--- src/rtl/split_txn_pkg.sv ---
package split_txn_pkg;

   // Classification of one incoming response against the tracker head
   typedef enum logic [1:0] {
      VERD_OK      = 2'd0,
      VERD_TGT_ERR = 2'd1,
      VERD_ORDER   = 2'd2,
      VERD_ORPHAN  = 2'd3
   } rsp_verdict_e;

   function automatic int unsigned count_bits(input int unsigned n);
      return $clog2(n + 1);
   endfunction

endpackage

--- src/rtl/split_txn_fifo.sv ---
module split_txn_fifo #(
   parameter int WIDTH = 8,
   parameter int DEPTH = 8,
   localparam int AW = (DEPTH > 1) ? $clog2(DEPTH) : 1,
   localparam int CW = split_txn_pkg::count_bits(DEPTH)
) (
   input  logic             clk,
   input  logic             rst_n,
   input  logic             push,
   input  logic [WIDTH-1:0] push_data,
   input  logic             pop,
   output logic [WIDTH-1:0] head,
   output logic [CW-1:0]    count
);

   if (DEPTH < 2 || (1 << AW) != DEPTH) begin : g_bad_depth
      $error("split_txn_fifo: DEPTH must be a power of two of at least 2");
   end
   if (WIDTH < 1) begin : g_bad_width
      $error("split_txn_fifo: WIDTH must be positive");
   end

   logic [WIDTH-1:0] mem [DEPTH];
   logic [AW-1:0]    wr_ptr, rd_ptr;
   logic             do_push, do_pop;

   assign do_push = push && (count != CW'(DEPTH));
   assign do_pop  = pop && (count != '0);
   assign head    = mem[rd_ptr];

   always_ff @(posedge clk) begin
      if (do_push) mem[wr_ptr] <= push_data;
   end

   always_ff @(posedge clk) begin
      if (!rst_n) begin
         wr_ptr <= '0;
         rd_ptr <= '0;
         count  <= '0;
      end else begin
         if (do_push) wr_ptr <= wr_ptr + 1'b1;
         if (do_pop)  rd_ptr <= rd_ptr + 1'b1;
         count <= count + CW'(do_push) - CW'(do_pop);
      end
   end

endmodule

--- src/rtl/split_txn_req_stage.sv ---
module split_txn_req_stage #(
   parameter int TGT_W  = 4,
   parameter int ADDR_W = 32,
   parameter int DATA_W = 32,
   parameter int SEQ_W  = 4
) (
   input  logic              clk,
   input  logic              rst_n,
   input  logic              load,
   input  logic [TGT_W-1:0]  ld_target,
   input  logic [ADDR_W-1:0] ld_addr,
   input  logic [DATA_W-1:0] ld_data,
   input  logic              ld_write,
   input  logic              grant,
   output logic              valid,
   output logic              xfer,
   output logic [TGT_W-1:0]  target,
   output logic [ADDR_W-1:0] addr,
   output logic [DATA_W-1:0] data,
   output logic              write,
   output logic [SEQ_W-1:0]  seq
);

   assign xfer = valid && grant;

   always_ff @(posedge clk) begin
      if (!rst_n) begin
         valid  <= 1'b0;
         seq    <= '0;
         target <= '0;
         addr   <= '0;
         data   <= '0;
         write  <= 1'b0;
      end else begin
         if (xfer) seq <= seq + 1'b1;
         if (load) begin
            valid  <= 1'b1;
            target <= ld_target;
            addr   <= ld_addr;
            data   <= ld_data;
            write  <= ld_write;
         end else if (xfer) begin
            valid <= 1'b0;
         end
      end
   end

endmodule

--- src/rtl/split_txn_rsp_check.sv ---
module split_txn_rsp_check
   import split_txn_pkg::*;
#(
   parameter int DATA_W  = 32,
   parameter int SRC_W   = 4,
   parameter int SEQ_W   = 4,
   parameter bit REG_OUT = 1'b1
) (
   input  logic              clk,
   input  logic              rst_n,
   input  logic              rsp_valid,
   input  logic [SRC_W-1:0]  rsp_src,
   input  logic [SEQ_W-1:0]  rsp_seq,
   input  logic [DATA_W-1:0] rsp_data,
   input  logic              rsp_err,
   input  logic              have_entry,
   input  logic [SRC_W-1:0]  head_src,
   input  logic [SEQ_W-1:0]  head_seq,
   output logic              pop,
   output logic              out_valid,
   output logic [DATA_W-1:0] out_data,
   output logic              out_err,
   output logic              proto_err
);

   rsp_verdict_e verdict;
   logic         order_bad;
   logic         flag_err;

   always_comb begin
      if (!have_entry)                                  verdict = VERD_ORPHAN;
      else if (rsp_src != head_src || rsp_seq != head_seq) verdict = VERD_ORDER;
      else if (rsp_err)                                 verdict = VERD_TGT_ERR;
      else                                              verdict = VERD_OK;
   end

   assign pop       = rsp_valid && have_entry;
   assign order_bad = rsp_valid && (verdict == VERD_ORDER || verdict == VERD_ORPHAN);
   assign flag_err  = (verdict != VERD_OK);

   always_ff @(posedge clk) begin
      if (!rst_n)         proto_err <= 1'b0;
      else if (order_bad) proto_err <= 1'b1;
   end

   if (REG_OUT) begin : g_reg_out
      always_ff @(posedge clk) begin
         if (!rst_n) begin
            out_valid <= 1'b0;
            out_data  <= '0;
            out_err   <= 1'b0;
         end else begin
            out_valid <= rsp_valid;
            out_data  <= rsp_valid ? rsp_data : out_data;
            out_err   <= rsp_valid && flag_err;
         end
      end
   end else begin : g_comb_out
      assign out_valid = rsp_valid;
      assign out_data  = rsp_data;
      assign out_err   = rsp_valid && flag_err;
   end

endmodule

--- src/rtl/split_txn_initiator.sv ---
module split_txn_initiator #(
   parameter int ADDR_W  = 32,
   parameter int DATA_W  = 32,
   parameter int TGT_W   = 4,
   parameter int SRC_W   = 4,
   parameter int SRC_ID  = 1,
   parameter int DEPTH   = 8,
   parameter bit REG_OUT = 1'b1,
   localparam int SEQ_W  = $clog2(DEPTH) + 1,
   localparam int CW     = split_txn_pkg::count_bits(DEPTH),
   localparam int FW     = SRC_W + SEQ_W
) (
   input  logic              clk,
   input  logic              rst_n,
   input  logic              cmd_valid,
   output logic              cmd_ready,
   input  logic [TGT_W-1:0]  cmd_target,
   input  logic [ADDR_W-1:0] cmd_addr,
   input  logic [DATA_W-1:0] cmd_data,
   input  logic              cmd_write,
   output logic              req_valid,
   input  logic              req_grant,
   output logic [TGT_W-1:0]  req_target,
   output logic [ADDR_W-1:0] req_addr,
   output logic [DATA_W-1:0] req_data,
   output logic              req_write,
   output logic [SRC_W-1:0]  req_src,
   output logic [SEQ_W-1:0]  req_seq,
   output logic              req_last,
   input  logic              rsp_valid,
   input  logic [SRC_W-1:0]  rsp_src,
   input  logic [SEQ_W-1:0]  rsp_seq,
   input  logic [DATA_W-1:0] rsp_data,
   input  logic              rsp_err,
   output logic              out_valid,
   output logic [DATA_W-1:0] out_data,
   output logic              out_err,
   output logic              proto_err
);

   if (SRC_ID < 0 || SRC_ID >= (1 << SRC_W)) begin : g_bad_src
      $error("split_txn_initiator: SRC_ID does not fit in SRC_W bits");
   end
   if (TGT_W < 1 || ADDR_W < 1 || DATA_W < 1) begin : g_bad_widths
      $error("split_txn_initiator: widths must be positive");
   end

   logic             xfer, pop, load;
   logic [CW-1:0]    occ;
   logic [FW-1:0]    head;
   logic [TGT_W-1:0] lock_tgt;
   logic [CW:0]      inflight_after;
   logic             tgt_ok, room;

   assign req_src  = SRC_W'(SRC_ID);
   assign req_last = 1'b1;

   // Requests still owed a response once this edge's pop has happened
   assign inflight_after = {1'b0, occ} - (CW+1)'(pop) + (CW+1)'(req_valid);
   assign tgt_ok    = (inflight_after == '0) || (cmd_target == lock_tgt);
   assign room      = inflight_after < (CW+1)'(DEPTH);
   assign cmd_ready = (!req_valid || xfer) && tgt_ok && room;
   assign load      = cmd_valid && cmd_ready;

   always_ff @(posedge clk) begin
      if (!rst_n)    lock_tgt <= '0;
      else if (load) lock_tgt <= cmd_target;
   end

   split_txn_req_stage #(
      .TGT_W (TGT_W),
      .ADDR_W(ADDR_W),
      .DATA_W(DATA_W),
      .SEQ_W (SEQ_W)
   ) u_req (
      .clk      (clk),
      .rst_n    (rst_n),
      .load     (load),
      .ld_target(cmd_target),
      .ld_addr  (cmd_addr),
      .ld_data  (cmd_data),
      .ld_write (cmd_write),
      .grant    (req_grant),
      .valid    (req_valid),
      .xfer     (xfer),
      .target   (req_target),
      .addr     (req_addr),
      .data     (req_data),
      .write    (req_write),
      .seq      (req_seq)
   );

   split_txn_fifo #(
      .WIDTH(FW),
      .DEPTH(DEPTH)
   ) u_track (
      .clk      (clk),
      .rst_n    (rst_n),
      .push     (xfer),
      .push_data({req_src, req_seq}),
      .pop      (pop),
      .head     (head),
      .count    (occ)
   );

   split_txn_rsp_check #(
      .DATA_W (DATA_W),
      .SRC_W  (SRC_W),
      .SEQ_W  (SEQ_W),
      .REG_OUT(REG_OUT)
   ) u_rsp (
      .clk       (clk),
      .rst_n     (rst_n),
      .rsp_valid (rsp_valid),
      .rsp_src   (rsp_src),
      .rsp_seq   (rsp_seq),
      .rsp_data  (rsp_data),
      .rsp_err   (rsp_err),
      .have_entry(occ != '0),
      .head_src  (head[FW-1:SEQ_W]),
      .head_seq  (head[SEQ_W-1:0]),
      .pop       (pop),
      .out_valid (out_valid),
      .out_data  (out_data),
      .out_err   (out_err),
      .proto_err (proto_err)
   );

endmodule

--- config.mk ---
export PLATFORM = sky130hd
export DESIGN_NAME = split_txn_initiator
export DESIGN_NICKNAME = d
export VERILOG_FILES = /design/src/rtl/split_txn_pkg.sv /design/src/rtl/split_txn_fifo.sv /design/src/rtl/split_txn_req_stage.sv /design/src/rtl/split_txn_rsp_check.sv /design/src/rtl/split_txn_initiator.sv
export SDC_FILE = /design/constraint.sdc
export NUM_CORES = 1
export LEC_CHECK = 0
export BUFFER_PORTS_ARGS = -buffer_cell sky130_fd_sc_hd__buf_2
export CAP_MARGIN = 20
export CORE_UTILIZATION = 45
export DETAILED_ROUTE_END_ITERATION = 10
export PLACE_DENSITY = 0.76
export SETUP_SLACK_MARGIN = 0.02
export SLEW_MARGIN = 5
export SYNTH_ARGS = -nofsm -noshare
export SYNTH_HDL_FRONTEND = slang
export SYNTH_SLANG_ARGS = --single-unit
--- constraint.sdc ---
create_clock -name clk -period 4.14 [get_ports clk]
set_input_delay 0.828 -clock clk [delete_from_list [all_inputs] [get_ports clk]]
set_output_delay 0.828 -clock clk [all_outputs]
set_load 0.1 [all_outputs]
Word-level counts from Yosys, hierarchy flattened. Memory sizes are Yosys's and may differ from the RTL's. A register that Yosys moved wholly into a read port is not among the register bits. Cells that the tools add are included.

Input port bits: 115. Bits in registers: 119. Bits in writable memories: 32. Output and inout bits: 115. Memories: 1. Logic and storage cells: 55.

Memory list: u_track.mem (depth 8, width 4, read ports 1, clocked after memory_dff 1, wr ports 1, RTL line split_txn_fifo.sv:23) `logic [WIDTH-1:0] mem [DEPTH];`.

Mux-type cells: 9. Equality and inequality tests: 6. Reduce and logical (&&, ||, !) cells: 18. Add/subtract/negate cells: 7. Order comparisons: 1.

Operator list (count): $logic_and 1x1->1 (9); $ne 4x4->1 const B (2); $add 3x1->3 const B (2); $mux 3 (2); $add 5x1->5 (1); $logic_not 5->1 (1); $lt 5x4->1 const B (1); $mux 1 (5); $sub 4x1->5 (1); $add 4x1->4 (1); $add 4x1->4 const B (1); $eq 2x2->1 const B (2); $eq 4x4->1 (1); $logic_or 1x1->1 (4); $mux 2 (2); $ne 4x4->1 (1); $reduce_bool 2->1 (2); $reduce_bool 4->1 (1); $sub 4x1->4 (1); $logic_not 1->1 (1).

Longest topological paths before layout.
Depth in word-level cells: 10. Gate-level depth with buffers: 15. Depth with buffers taken out: 13.

By module. From an unflattened synthesis, not the netlist that was laid out.

Cells, all modules: 593. Area, all modules: 7863.8 µm².

By module, submodules not included: split_txn_fifo (instances 1, sequential area each 2182.1 µm², area each 3169.3 µm², cells an instance 169); split_txn_req_stage (instances 1, sequential area each 1481.4 µm², area each 2806.4 µm², cells an instance 245); split_txn_rsp_check (instances 1, sequential area each 700.7 µm², area each 1418.9 µm², cells an instance 124); split_txn_initiator (instances 1, sequential area each 80.1 µm², area each 469.2 µm², cells an instance 55).

Worst setup path before layout. Ideal clock, no wire load.

Path kind: input port to output port. From: input port rsp_valid. To: output port cmd_ready. Buffers on the path: 2. Cell stages on the path: 10. Slack: -0.289 ns. Required time: 3.312 ns. Arrival: 3.601 ns. Cells stage by stage: clkbuf_1 > clkbuf_1 > and2_1 > ha_1 > inv_1 > ha_1 > fa_1 > or3_1 > a21oi_2 > and3_2.

Word-level cells in the longest chain between the ends: 7. Elaborated cells on any way between the ends: 8. Classes of those cells: 2 x add/sub; 1 x order compare; 5 x reduce/logical.

Ends and longest elaborated chain: from (decl) (RTL line split_txn_initiator.sv:30) `input logic rsp_valid,`; $logic_and 1x1->1 (*) (RTL line split_txn_rsp_check.sv:37) `assign pop = rsp_valid && have_entry;`; $sub 4x1->5 (*) (RTL line split_txn_initiator.sv:59) `assign inflight_after = {1'b0, occ} - (CW+1)'(pop) + (CW+1)'(req_valid);`; $add 5x1->5 (*) (RTL line split_txn_initiator.sv:59); branches (longest 3 deep; another with $lt 5x4->1); $logic_and 1x1->1 (*) (RTL line split_txn_initiator.sv:62) `assign cmd_ready = (!req_valid || xfer) && tgt_ok && room;`; to (decl) (RTL line split_txn_initiator.sv:16) `output logic cmd_ready,`.

Every way passes the cells marked *.

Worst setup path after layout.
From: register u_track.count[3]. To: output port cmd_ready.

Word-level cells in the longest chain between the ends: 8. Elaborated cells on any way between the ends: 9. Classes of those cells: 2 x add/sub; 1 x order compare; 6 x reduce/logical.

Ends and longest elaborated chain: from (decl) (RTL line split_txn_fifo.sv:13) `output logic [CW-1:0] count`; from (signal assigned) (RTL line split_txn_fifo.sv:43) `count <= count + CW'(do_push) - CW'(do_pop);`; $reduce_bool 4->1 (RTL line split_txn_initiator.sv:119) `.have_entry(occ != '0),`; $logic_and 1x1->1 (RTL line split_txn_rsp_check.sv:37); $sub 4x1->5 (*) (RTL line split_txn_initiator.sv:59); $add 5x1->5 (*) (RTL line split_txn_initiator.sv:59); branches (longest 3 deep; another with $lt 5x4->1); $logic_and 1x1->1 (*) (RTL line split_txn_initiator.sv:62).

Marks and branches as above.

==> summary by stage <==
Clock tree
The H-tree was split into 4 levels. The maximum buffer depth of the clock tree is 2. The clock sink count is 154. TritonCTS created 17 clock buffers.

The tree is rooted in a sky130_fd_sc_hd__clkbuf_16. TritonCTS built the clock tree. After clock tree synthesis, the clock-pin slew on the worst setup and hold paths is 60 ps. The worst-skew pair later-pin latency is 410 ps. Hold repair after CTS inserted 0 buffers.

Synthesis
The number of different library cells used by synthesis comes to 39. In this run, synthesis inferred 32 flip-flops with an integrated enable. Among all cell types in the netlist, the one instantiated most often is sky130_fd_sc_hd__nand2_1. The count of synthesis-stage warnings from yosys is 0.

The cell area that synthesis handed to floorplanning was 0.00648 mm2. The commonest cells after synthesis are sky130_fd_sc_hd__nand2_1 (146), sky130_fd_sc_hd__dfxtp_1 (122), sky130_fd_sc_hd__mux2i_1 (113). Each instance of the synthesized netlist takes up on average 10.9 um2. Of the synthesized area, sequential elements account for 0.525. Yosys attributes the largest share of cell area to sky130_fd_sc_hd__dfxtp_1 (38%), sky130_fd_sc_hd__mux2i_1 (17%), sky130_fd_sc_hd__edfxtp_1 (15%). The synthesized design spends more area on one cell type than any other, namely sky130_fd_sc_hd__dfxtp_1. The share of flip-flops with an asynchronous set or reset is 0. Counting every instance in the synthesized netlist gives 594. The area share of the leading cell type in the synthesized netlist is 0.377. The most used flip-flop cell after synthesis is sky130_fd_sc_hd__dfxtp_1. In this run, synthesis produced a sequential element count of 154.

Placed design
The congestion estimate from routability-driven global placement came to 0.757. During placement, the flow inserted port buffers numbering 224. The wire-length estimate of the detail-placed layout is 9.83 mm.

STA
The worst hold-check slack is 453 ps. The number of pins exceeding their max-slew limit in the final report is 0. The clock period minus final worst setup slack is 4100 ps. Setup violations remaining at the end of the flow were counted as 0.

The final clock period utilization by the worst path is 0.991. The setup skew after layout is 10.3 ps. The relative slew slack is 0.513. The hold violation count in the final report is 0. The worst-margin pin slew is 725 ps. Derived from the worst setup path, the maximum achievable clock frequency is 244 MHz. Setup repair after global routing could not meet its margin everywhere.

Floorplan
The die area is 0.0149 mm2. The initialized floorplan defines 43 standard-cell rows. During I/O placement, the number of pins put on the boundary was 230. The initial utilization of the core area, before any placement, comes to 0.463. In this run the standard cell core region covers 0.0140 mm2. The die outline width is 122 um.

The die is 122 um tall.

Pwr
The leakage power summed over all cells is 3.72 nW. The maximum vdd ir drop is 0.000453 V. The overall power after layout is 0.00580 W. Power spread over the standard cell area amounts to 701 mW/mm2.

Worst setup path
The worst setup path startpoint is u_track.count[3]$_SDFF_PN0_. The worst stage delay on the critical path is 360 ps. The endpoint kind of the worst setup timing path is a primary output. Of all nets on the critical path, the largest fanout is 2. Data arrives at the worst endpoint at 3280 ps.

The origin of the critical flop-to-flop path is u_track.count[3]$_SDFF_PN0_. The count of cells along the worst register-to-register path is 15. In this run the register-to-register setup slack is 550 ps. Among the stages of the critical path, the cell type that occurs most often is sky130_fd_sc_hd__ha_4.

The worst setup path is launched from a flip-flop. The required time of the critical path is 3310 ps. The slowest stage of the critical path belongs to the cell sky130_fd_sc_hd__or3b_4.

Walking the worst path, the cells encountered are inv_2 > ha_4 > or3b_4 > and2_4 > ha_4 > inv_2 > ha_4 > fa_2 > xor2_1 > or3_1 > a21oi_2 > and3_4 > buf_12. The endpoint of the worst register-to-register path is u_req.addr[10]$_SDFFE_PN0P_. The worst setup path category is flip-flop to primary output.

Global route
The initial antenna violation count came to 0. The largest net degree at the start of global routing is 77. The wire length of the first global-routing pass is 21.2 mm. Summed over all layers, the global routing overflow is 0.

The number of global-route vias before repair is 4,388. In the global route stage, overall resource usage came out at 0.187.

Final layout
The number of nets in the layout is 940. The number of filler instances in the final layout is 1,203. For this run, the share of the core covered by cells in the final layout is 0.592. Relative to the synthesized area, the layout overhead comes to 27.8%.

The ratio of cells with drive above 1 in the final layout is 0.349. The final antenna diode count is 0.

Routing
The violation count after the first detailed-route iteration is 181. In the final routed layout, each cell accounts on average for 13.9 um. After detailed routing, the total wire length is 14.0 mm. The remaining number of nets flagged by the antenna check after routing is 0. The remaining routing DRC violations is 0.

After detailed routing, the number of vias per cell comes to 4.69. The final route contains 4,703 vias. The pre-antenna-repair detailed-routing pass consisted of 4 iterations.

Job
The max-capacitance violation count is 0.

Min path
Counting instances, the worst hold path has a depth of 2. The min-delay analysis places its worst path in the category flip-flop to flip-flop. The worst hold path terminates at u_req.data[20]$_SDFFE_PN0P_. The worst hold path begins at u_req.data[20]$_SDFFE_PN0P_.

Run status
The run finished with clean final reports.
## sequential cells by signal, indices dropped and copies added, names as in the netlist, 3 cells and up, named ones only
| signal | flops |
|---|---|
| u_req.addr | 32 |
| u_req.data | 32 |
| u_rsp.out_data | 32 |
| u_track.mem | 32 |
| u_req.seq | 4 |
| u_req.target | 4 |
| u_track.count | 4 |
| u_track.rd_ptr | 3 |
| u_track.wr_ptr | 3 |
## cell type report
class / instances / area (um2) / area share
repair buffers: 236 / 1270 / 0.153
inverters: 11 / 41.3 / 0.00499
clock inverters: 11 / 92.6 / 0.0112
multi-input cells: 390 / 2780 / 0.336
well taps: 180 / 225 / 0.0272
flip-flops and latches: 154 / 3410 / 0.411
clock buffers: 20 / 467 / 0.0564
## stage by stage
step	setup WS (ps)	setup TNS, ps	cells	cell area, um2
final	36.1	0	1002	8280
after global placement	223	0	966	7640
after detailed placement	188	0	966	7640
after floorplan	42.7	0	597	6500
after global routing	-77.5	-77.5	1002	8280
after CTS	30.2	0	1002	8270
## worst max path at each step
stage,end,cells after the start
finish,cmd_ready,13
global route,cmd_ready,13
CTS,cmd_ready,13
detailed placement,cmd_ready,13
global placement,cmd_ready,13
floorplan,cmd_ready,10
## repair_timing
action,4_1_cts,5_1_grt
pin swaps,5,0
setup endpoints to repair,1,1
setup buffers,5,0
hold endpoints to repair,0,0
gates resized for setup,11,2
## power breakdown
group	internal, W	switching (W)	total, W	leakage, nW
clock network	0.000869	0.000604	0.00147	0.282
registers	0.00172	0.000124	0.00185	1.32
logic	0.000708	0.00177	0.00248	2.11
## routing by layer
layer | vias to the layer above | part of all wire | wire (um) | GRT usage
li1 | 2392 | - | - | -
met3 | 17 | 0.061 | 854 | 0.0576
met5 | - | 0 | 0 | 0
met1 | 2141 | 0.43 | 6030 | 0.218
met4 | 0 | 0.016 | 225 | 0.0872
met2 | 153 | 0.49 | 6850 | 0.313
## critical path: cells and delay by family (launching register included)
family | cells | cell delay, ps
and+or+nand+nor | 4 | 1050
adders and majority gates | 4 | 880
xor gates and xnor gates | 1 | 140
buffers and inverters | 3 | 290
DFF | 1 | 320
AOI/OAI and AO/OA | 1 | 170
## cell families after synthesis
group,count (synthesis),synth area share
fa+ha+maj,15,0.0313
mux,119,0.195
xor+xnor,17,0.0230
other cells,2,0.00116
simple gates,218,0.153
buf+inv,53,0.0546
flops,154,0.525
compound gates,16,0.0168
## placed cells by master, fill, tap and decap left out, types with 5 or more instances in the layout
| master | n |
|---|---|
| sky130_fd_sc_hd__xor2_1 | 7 |
| sky130_fd_sc_hd__inv_1 | 8 |
| sky130_fd_sc_hd__nor2b_1 | 37 |
| sky130_fd_sc_hd__edfxtp_1 | 32 |
| sky130_fd_sc_hd__mux4_2 | 6 |
| sky130_fd_sc_hd__clkinv_2 | 5 |
| sky130_fd_sc_hd__buf_4 | 10 |
| sky130_fd_sc_hd__clkbuf_16 | 17 |
| sky130_fd_sc_hd__buf_2 | 222 |
| sky130_fd_sc_hd__xnor2_1 | 10 |
| sky130_fd_sc_hd__nor2_1 | 7 |
| sky130_fd_sc_hd__conb_1 | 5 |
| sky130_fd_sc_hd__nand2_1 | 146 |
| sky130_fd_sc_hd__mux2i_1 | 113 |
| sky130_fd_sc_hd__dfxtp_1 | 120 |
| sky130_fd_sc_hd__and2_1 | 9 |
| sky130_fd_sc_hd__ha_1 | 10 |
Note: power is estimated with default switching activity, not from simulation.
